==> src/rtl/opwb_merge.sv <==
module opwb_merge #(
  parameter int NSLOT = 4,
  parameter int IW    = 3,
  parameter int DW    = 16
) (
  input  logic                clk,
  input  logic                rst_n,
  input  logic                cap_en,
  input  logic [NSLOT-1:0]    cap_valid,
  input  logic [NSLOT*IW-1:0] cap_idx,
  input  logic [NSLOT*DW-1:0] cap_data,
  input  logic                zero_go,
  input  logic                merge_go,
  input  logic [NSLOT*DW-1:0] rf_rdata,
  output logic [NSLOT-1:0]    wb_we,
  output logic [NSLOT*IW-1:0] wb_idx,
  output logic [NSLOT*DW-1:0] wb_data
);

  logic [NSLOT-1:0] vld_q;
  logic [IW-1:0]    idx_q [NSLOT];
  logic [DW-1:0]    dat_q [NSLOT];
  logic [DW-1:0]    acc   [NSLOT];
  logic [NSLOT-1:0] shadowed;

  wire go = zero_go | merge_go;

  always_ff @(posedge clk) begin
    if (!rst_n) begin
      vld_q <= '0;
      for (int j = 0; j < NSLOT; j++) begin
        idx_q[j] <= '0;
        dat_q[j] <= '0;
      end
    end else if (cap_en) begin
      vld_q <= cap_valid;
      for (int j = 0; j < NSLOT; j++) begin
        idx_q[j] <= cap_idx[j*IW +: IW];
        dat_q[j] <= cap_data[j*DW +: DW];
      end
    end else if (merge_go) begin
      vld_q <= '0;
    end
  end

  always_comb begin
    for (int j = 0; j < NSLOT; j++) begin
      acc[j]      = '0;
      shadowed[j] = 1'b0;
      for (int k = 0; k < NSLOT; k++) begin
        if (vld_q[k] && idx_q[k] == idx_q[j]) begin
          acc[j] = acc[j] | dat_q[k];
          if (k > j) shadowed[j] = 1'b1;
        end
      end
    end
  end

  always_comb begin
    for (int j = 0; j < NSLOT; j++) begin
      wb_we[j]             = go & vld_q[j] & ~shadowed[j];
      wb_idx[j*IW +: IW]   = idx_q[j];
      wb_data[j*DW +: DW]  = merge_go ? (rf_rdata[j*DW +: DW] | acc[j]) : '0;
    end
  end

endmodule

==> config.mk <==
export PLATFORM = sky130hd
export DESIGN_NAME = opwb_merge
export DESIGN_NICKNAME = d
export VERILOG_FILES = /design/src/rtl/opwb_merge.sv
export SDC_FILE = /design/constraint.sdc
export NUM_CORES = 1
export LEC_CHECK = 0
export BUFFER_PORTS_ARGS = -buffer_cell sky130_fd_sc_hd__buf_2
export CORE_MARGIN = 4
export CORE_UTILIZATION = 50
export CTS_BUF_LIST = sky130_fd_sc_hd__clkbuf_4 sky130_fd_sc_hd__clkbuf_8
export CTS_CLUSTER_DIAMETER = 40
export DETAILED_ROUTE_END_ITERATION = 7
export PLACE_DENSITY = 0.83
export SETUP_SLACK_MARGIN = 0.5
export SYNTH_ARGS = -nofsm -noshare
export SYNTH_HDL_FRONTEND = slang
export SYNTH_SLANG_ARGS = --single-unit
==> constraint.sdc <==
create_clock -name clk -period 3.5 [get_ports clk]
set_input_delay 0.525 -clock clk [delete_from_list [all_inputs] [get_ports clk]]
set_output_delay 0.525 -clock clk [all_outputs]
set_load 0.02 [all_outputs]
==> results of run 1 <==
[flip-flops by register name, summed over array words and instances (netlist names)]
signal,cells
vld_q,4
idx_q,12
dat_q,64
[worst min-delay path, delay by kind of cell]
family | cells | cell delay [ps]
buffers and inverters | 1 | 80
AO/OA/AOI/OAI | 1 | 50
AND/OR/NAND/NOR | 1 | 100
[kinds of logic (layout without fill, tap and decap cells)]
| family | Yosys count | in the layout | synth area share, % |
|---|---|---|---|
| AOI/OAI and AO/OA | 263 | 263 | 29.7 |
| and+or+nand+nor | 161 | 161 | 16.2 |
| buffers and inverters | 63 | 258 | 7.08 |
| DFF | 80 | 80 | 44.1 |
| xor gates and xnor gates | 18 | 18 | 2.95 |
| other | 0 | 3 | 0 |
[per-stage QoR]
stage | instance area [um2] | power [W]
after global placement | 6400 | 0.00188
after detailed placement | 6400 | 0.00189
after global routing | 6660 | 0.00284
final | 6660 | 0.00274
after CTS | 6640 | 0.00272
after floorplan | 5350 | 0.00166
[per-layer routing]
metal / vias up / share of wire [%] / GRT usage (%)
met5: - / 0.055 / 0
met4: 2 / 3.3 / 12.7
met3: 47 / 9.2 / 7.12
met2: 367 / 49 / 57.7
met1: 2797 / 39 / 42.7
li1: 2588 / - / -
[placed cells by master (no fill, tap or decap)]
| cell type | instances |
|---|---|
| diode_2 | 3 |
| nor3b_2 | 1 |
| nor3b_1 | 2 |
| nand3_2 | 4 |
| nand2b_4 | 1 |
| inv_1 | 3 |
| nor3_1 | 3 |
| o22ai_1 | 62 |
| dfxtp_1 | 4 |
| o21ai_1 | 52 |
| bufinv_16 | 3 |
| clkbuf_8 | 9 |
| and3_1 | 76 |
| buf_2 | 228 |
| a21oi_1 | 68 |
| clkinv_1 | 1 |
| buf_4 | 10 |
| clkinv_4 | 3 |
| nand2_1 | 64 |
| xnor2_1 | 18 |
| nor2_1 | 4 |
| o21a_1 | 64 |
| o221ai_1 | 1 |
| edfxtp_1 | 76 |
| o22ai_2 | 4 |
| nor2b_1 | 4 |
| nand3_4 | 2 |
| o21ai_0 | 12 |
| buf_12 | 1 |
[cell type report]
cell class	instances	area [um2]
well taps	136	170
clock buffers	9	124
inverters	3	11.3
fillers	927	3710
clock inverters	7	120
diodes	3	7.51
repair buffers	239	1240
multi-input cells	442	2630
flip-flops and latches	80	2360
[final timing paths]
kind / startpoint / to / slack (ps) / cells after the start
hold reg to reg: vld_q[1]$_SDFFE_PN0P_ / vld_q[1]$_SDFFE_PN0P_ / 720 / 3
setup reg to reg: vld_q[2]$_SDFFE_PN0P_ / vld_q[2]$_SDFFE_PN0P_ / 2200 / 5
hold / removal: cap_valid[2] / vld_q[2]$_SDFFE_PN0P_ / 430 / 3
setup / recovery: idx_q[0][5]$_SDFFCE_PN0P_ / wb_data[30] / 790 / 5
[power by group]
group / internal [W] / leakage (nW) / switching (W)
sequential: 0.00113 / 0.850 / 0.0000568
clock: 0.000475 / 0.121 / 0.000373
combinational: 0.000243 / 1.94 / 0.000458
total: 0.00185 / 2.91 / 0.000888
[what timing repair did]
item | 4_1_cts | 5_1_grt
gates resized for setup | 0 | 2
setup buffers | 0 | 0
endpoints found under the setup margin | 0 | 46
[Yosys cell counts, drive strengths merged]
cell / n
a21oi: 68
nand2: 64
nand3: 6
nor2b: 4
and3: 76
o21ai: 64
inv: 3
dfxtp: 4
nor2: 4
xnor2: 18
nor3b: 3
nand2b: 1
o22ai: 66
clkbuf: 30
o221ai: 1
o21a: 64
nor3: 3
edfxtp: 76
buf: 30
==> impl_results.md, run 1 <==
* Run status: complete, no violations
* Initial DRC Count at 736
* Die height at roughly 110 um
* Synth area leader: edfxtp_1
* Vias per cell at 6.31
* DR WL/cell at roughly 24 um
* Detailed Route WL at 21900 um
* P per Cell Area at 411 nW/um2
* CTS Buffer Depth at 2
* Starting density of the core at 51.6%
* Data arrival, critical path at 2180 ps
* Detailed-route DRC error count at 0
* Area of the die at 12400 um2
* Final period util at approximately 77%
* Mapped Avg Cell Area at 9.15 um2
* Data required, critical path at 2970 ps
* CP max stage cell: edfxtp_1
* Finished Core Util at between 60 and 70%
* Fmax achieved at 369 MHz
* Unrepaired setup endpoints after global routing: false
* First-pass GRT wire length at ~33000 um
* Sequential share of the synthesized area at around 44%
* Max-slew headroom at the worst pin at approximately 27%
* Vias in the first global route at 5801
* Layout cells sized above 1 at approximately a third
* Tmin final at 2710 ps
* CTS Root Cell: clkbuf_8
* Post-Syn Area at 5350 um2
* Crit-path cells: xnor2_1 -> nand3_4 -> o21ai_0 -> o21a_1 -> buf_2
* Final HPWL DP at 15600 um
* Synthesis warning total at 0
* CTS sink cnt at 80
* Clk_lat worst skew at between 300 and 400 ps
* Largest cells by area after synthesis: edfxtp_1, o21a_1, and3_1
* CTS tree: built
* Worst Setup End Kind: output pin
* Post-Syn Instances at about 600
* Max VDD drop at 276 uV
* Placed cells at 900
* Syn nets at 734
* Core Region at 10400 um2
* Final TNS setup at 0 ps
* RD Place Congestion at 0.991
* Slew @ Worst Pin at 1100 ps
* Leakage power at 2.91 nW
* Min Hold Slack at between 400 and 500 ps
* Final setup violation count at 0
* Post-synth top area share at 42.6%
* Tot GR Track Use at roughly a third
* Row Count at 37
* CP max FO at 33
* Final worst slack at between 700 and 800 ps
* Pre-antenna DRT Iters at 5
* Final Hold Fails at 0
* Via count at between 5000 and 6000
* CTS Buf Count at 9
* Die W at 111 um
* Nets at roughly 920
* Htree depth at 3
* CTS Hold Bufs at 0
* ANT nets after route at 0
* Max Clock Skew at 0 ps
* Post-place setup slack at 976 ps
* Count of input and output buffers at 228
* Setup CP Type: reg -> out
* Fin cells at around 900
* Critical Path Start Type: flip-flop
* Post-synthesis register bit count at 80
* Family with the most delay on the worst path: flip-flops
* CP max stage delay at ~500 ps
* I/O pins at 229
* Hold Crit Class: in -> reg
* CTS clk-pin slew, worst paths at 80 ps
* Largest net degree at the start of global routing at 85
* Initial antenna violation count at 2
* Final Max Slew Viols at 0
* Overflow after GRT at 0
* Layout area overhead at 24.5%
* Buf/Inv on CP at 1
* Max cap viols at 0
* Post-synthesis cell type count at 24
Power figures use the tool's default switching activity.
==> run 2, diff against run 1 <==
- CORE_UTILIZATION: 50 -> 45
- PLACE_DENSITY: 0.83 -> 0.79
- clock period: 3.5 -> 2.3 ns (I/O delays scaled with it)
==> run 2 against run 1 <==
  * The run now ends with negative setup slack left
  * Clock skew unchanged
  * Register-to-register slack got worse by 1200 ps
  * Worst hold slack got worse by 180 ps
  * Global-route usage decreased by 0.32 points
  * Largest power group unchanged
==> impl_results.md, run 2 (synthesized netlist as in run 1, its figures left out) <==
* Run status: complete, but fails checks (was complete, no violations)
* Failing checks: negative setup slack
* Tot GR Track Use at 33.6% (was 34.0%)
* Tot Pwr at 0.00460 W (was 0.00274 W)
* Setup crit end: wb_data[28] (was wb_data[30])
* Detailed-route DRC error count at 0 (unchanged)
* Fmax achieved at 414 MHz
* Htree depth at 3 (unchanged)
* Slew @ Worst Pin at 424 ps (was 1100 ps)
* CTS sink cnt at 80 (unchanged)
* Most frequent cells in the layout: buf_2, and3_1, edfxtp_1 (unchanged)
* Largest regs: dat_q x64, idx_q x12, vld_q x4 (unchanged)
* Crit-path cells: buf_4 -> xnor2_1 -> nand3_2 -> buf_12 -> o22ai_1 -> o21a_1 -> buf_6 (was xnor2_1 -> nand3_4 -> o21ai_0 -> o21a_1 -> buf_2)
* Vias per cell at 6.32 (was 6.31)
* Largest reg by FF count: dat_q (unchanged)
* Setup CP Type: reg -> out (unchanged)
* Unrepaired setup endpoints after global routing: true (was false)
* ANT nets after route at 0 (unchanged)
* Layout cells sized above 1 at 43.3% (was 34.1%)
* Fin cells at 957 (was 919)
* Hold Path Stages at 3 (unchanged)
* CTS Hold Bufs at 0 (unchanged)
* Flop-to-flop setup slack at 1040 ps (was 2200 ps)
* Data arrival, critical path at 2070 ps (was 2180 ps)
* Core Region at 11500 um2 (was 10400 um2)
* Final Max Slew Viols at 0 (unchanged)
* Initial DRC Count at 786 (was 736)
* Leakage power at 3.31 nW (was 2.91 nW)
* Final period util at 105%
* Crit path from: idx_q[0][2]$_SDFFCE_PN0P_ (was idx_q[0][5]$_SDFFCE_PN0P_)
* Family with the most delay on the worst path: buffers and inverters (was flip-flops)
* Max VDD drop at 489 uV (was 276 uV)
* Detailed Route WL at 24700 um (was 21900 um)
* CTS Buffer Depth at 2 (unchanged)
* Buf/Inv on CP at 3 (was 1)
* WP depth at 7 (was 5)
* Area of the die at 13700 um2 (was 12400 um2)
* Tmin final at between 2000 and 2500 ps
* Final Hold Fails at 0 (unchanged)
* Data required, critical path at 1960 ps (was 2970 ps)
* Critical Path Start Type: flip-flop (unchanged)
* Die height at 117 um (was 111 um)
* Crit Reg-Reg Endpoint: vld_q[2]$_SDFFE_PN0P_ (unchanged)
* CP max stage cell: edfxtp_1 (unchanged)
* Most common cell after layout, fill and taps aside: buf_2 (unchanged)
* Final HPWL DP at 17400 um (was 15600 um)
* Die W at 117 um (was 111 um)
* Reg-to-reg critical path startpoint: vld_q[2]$_SDFFE_PN0P_ (unchanged)
* CTS Root Cell: clkbuf_8 (unchanged)
* Overflow after GRT at 0 (unchanged)
* Max-slew headroom at the worst pin at 71.7% (was 26.9%)
* CTS Buf Count at 9 (unchanged)
* Layout area overhead at 46.6% (was 24.5%)
* Final worst slack at -117 ps (was 790 ps)
* Clk_lat worst skew at 370 ps (was 360 ps)
* Initial antenna violation count at 1 (was 2)
* Row Count at 39 (was 37)
* Pre-antenna DRT Iters at 7 (was 5)
* Largest register FFs at 64 (unchanged)
* R2R cell count at 4 (was 5)
* Max Clock Skew at 0 ps (unchanged)
* P per Cell Area at 587 nW/um2 (was 411 nW/um2)
* Placed cells at 925 (was 900)
* Via count at 6051 (was 5801)
* RD Place Congestion at 0.967 (was 0.991)
* Count of input and output buffers at 228 (unchanged)
* Nets at 955 (was 924)
* CTS clk-pin slew, worst paths at 90 ps (was 80 ps)
* CTS tree: built (unchanged)
* Max cap viols at 0 (unchanged)
* Starting density of the core at 46.5% (was 51.6%)
* Final setup violation count at 60 (was 0)
* Vias in the first global route at 5843 (was 5801)
* CP max stage delay at 430 ps (was 500 ps)
* I/O pins at 229 (unchanged)
* CP max FO at 33 (unchanged)
* DR WL/cell at 25.8 um (was 23.9 um)
* First-pass GRT wire length at 34200 um (was 32900 um)
* Largest net degree at the start of global routing at 57 (was 85)
* Hold Crit Class: in -> reg (unchanged)
* Worst Setup End Kind: output pin (unchanged)
-- run 2: cell count changes in the layout (fill, tap and decap cells not counted), moves of 5 or more --
cell     change
buf_12      +13
buf_2       -63
buf_4       +33
buf_6       +43
o21ai_0      -9
o21ai_2      +5
o22ai_1     -31
o22ai_2     +27
xnor2_1     -13
xnor2_2     +11
-- run 2: worst min-delay path by stage --
stage / startpoint / slack [ps] / endpoint
after detailed placement: cap_valid[3] / 610 / vld_q[3]$_SDFFE_PN0P_
after global placement: cap_valid[0] / 600 / vld_q[0]$_SDFFE_PN0P_
final: cap_valid[0] / 240 / vld_q[0]$_SDFFE_PN0P_
after CTS: cap_valid[3] / 220 / vld_q[3]$_SDFFE_PN0P_
after global routing: cap_valid[1] / 240 / vld_q[1]$_SDFFE_PN0P_
after floorplan: cap_valid[0] / 510 / vld_q[0]$_SDFFE_PN0P_
-- run 2: power breakdown --
part / leakage (nW) / total, W / switching, W / internal, W
Sequential: 0.851 / 0.00182 / 0.0000977 / 0.00172
Clock: 0.119 / 0.00129 / 0.000567 / 0.000723
Combinational: 2.34 / 0.00150 / 0.000849 / 0.000647
-- run 2: metal layers --
metal / vias up / part of all wire [%] / global-route usage [%]
li1: 2663 / - / -
met1: 2871 / 39 / 43.1
met2: 444 / 48 / 56.1
met3: 73 / 9.7 / 7.30
met4: 0 / 3.6 / 12.4
met5: - / 0 / 0
-- run 2: repair_timing --
| action | in CTS | in global routing |
|---|---|---|
| endpoints found under the setup margin | 68 | 68 |
| pin swaps | 3 | 13 |
| gates resized for setup | 81 | 115 |
| setup buffers | 3 | 6 |
| cloned | 0 | 4 |
-- run 2: through the flow --
step | setup WS [ps] | cell area [um2] | utilization [%] | hold WS, ps | TNS, ps
4_1_cts | -42.7 | 7170 | 62.3 | 216 | -235
3_5_place_dp | 233 | 6630 | 57.6 | 609 | 0
3_3_place_gp | 253 | 6630 | 57.6 | 602 | 0
2_1_floorplan | 506 | 5360 | - | 512 | 0
5_1_grt | -198 | 7840 | 68.1 | 242 | -8440
6_report | -117 | 7850 | 68.1 | 244 | -3350
-- run 2: layout make-up --
cell class | instances | area (um2)
Sequential cell | 80 | 2370
Fill cell | 876 | 3670
Timing Repair Buffer | 270 | 2020
Tap cell | 143 | 179
Multi-Input combinational cell | 442 | 3020
Antenna cell | 3 | 7.51
Clock inverter | 7 | 120
Inverter | 3 | 11.3
Clock buffer | 9 | 124
-- run 2: tightest hold or removal path, stage by stage --
cell     delay [ps]
buf_2            80
a21oi_1          50
nor2b_1         100
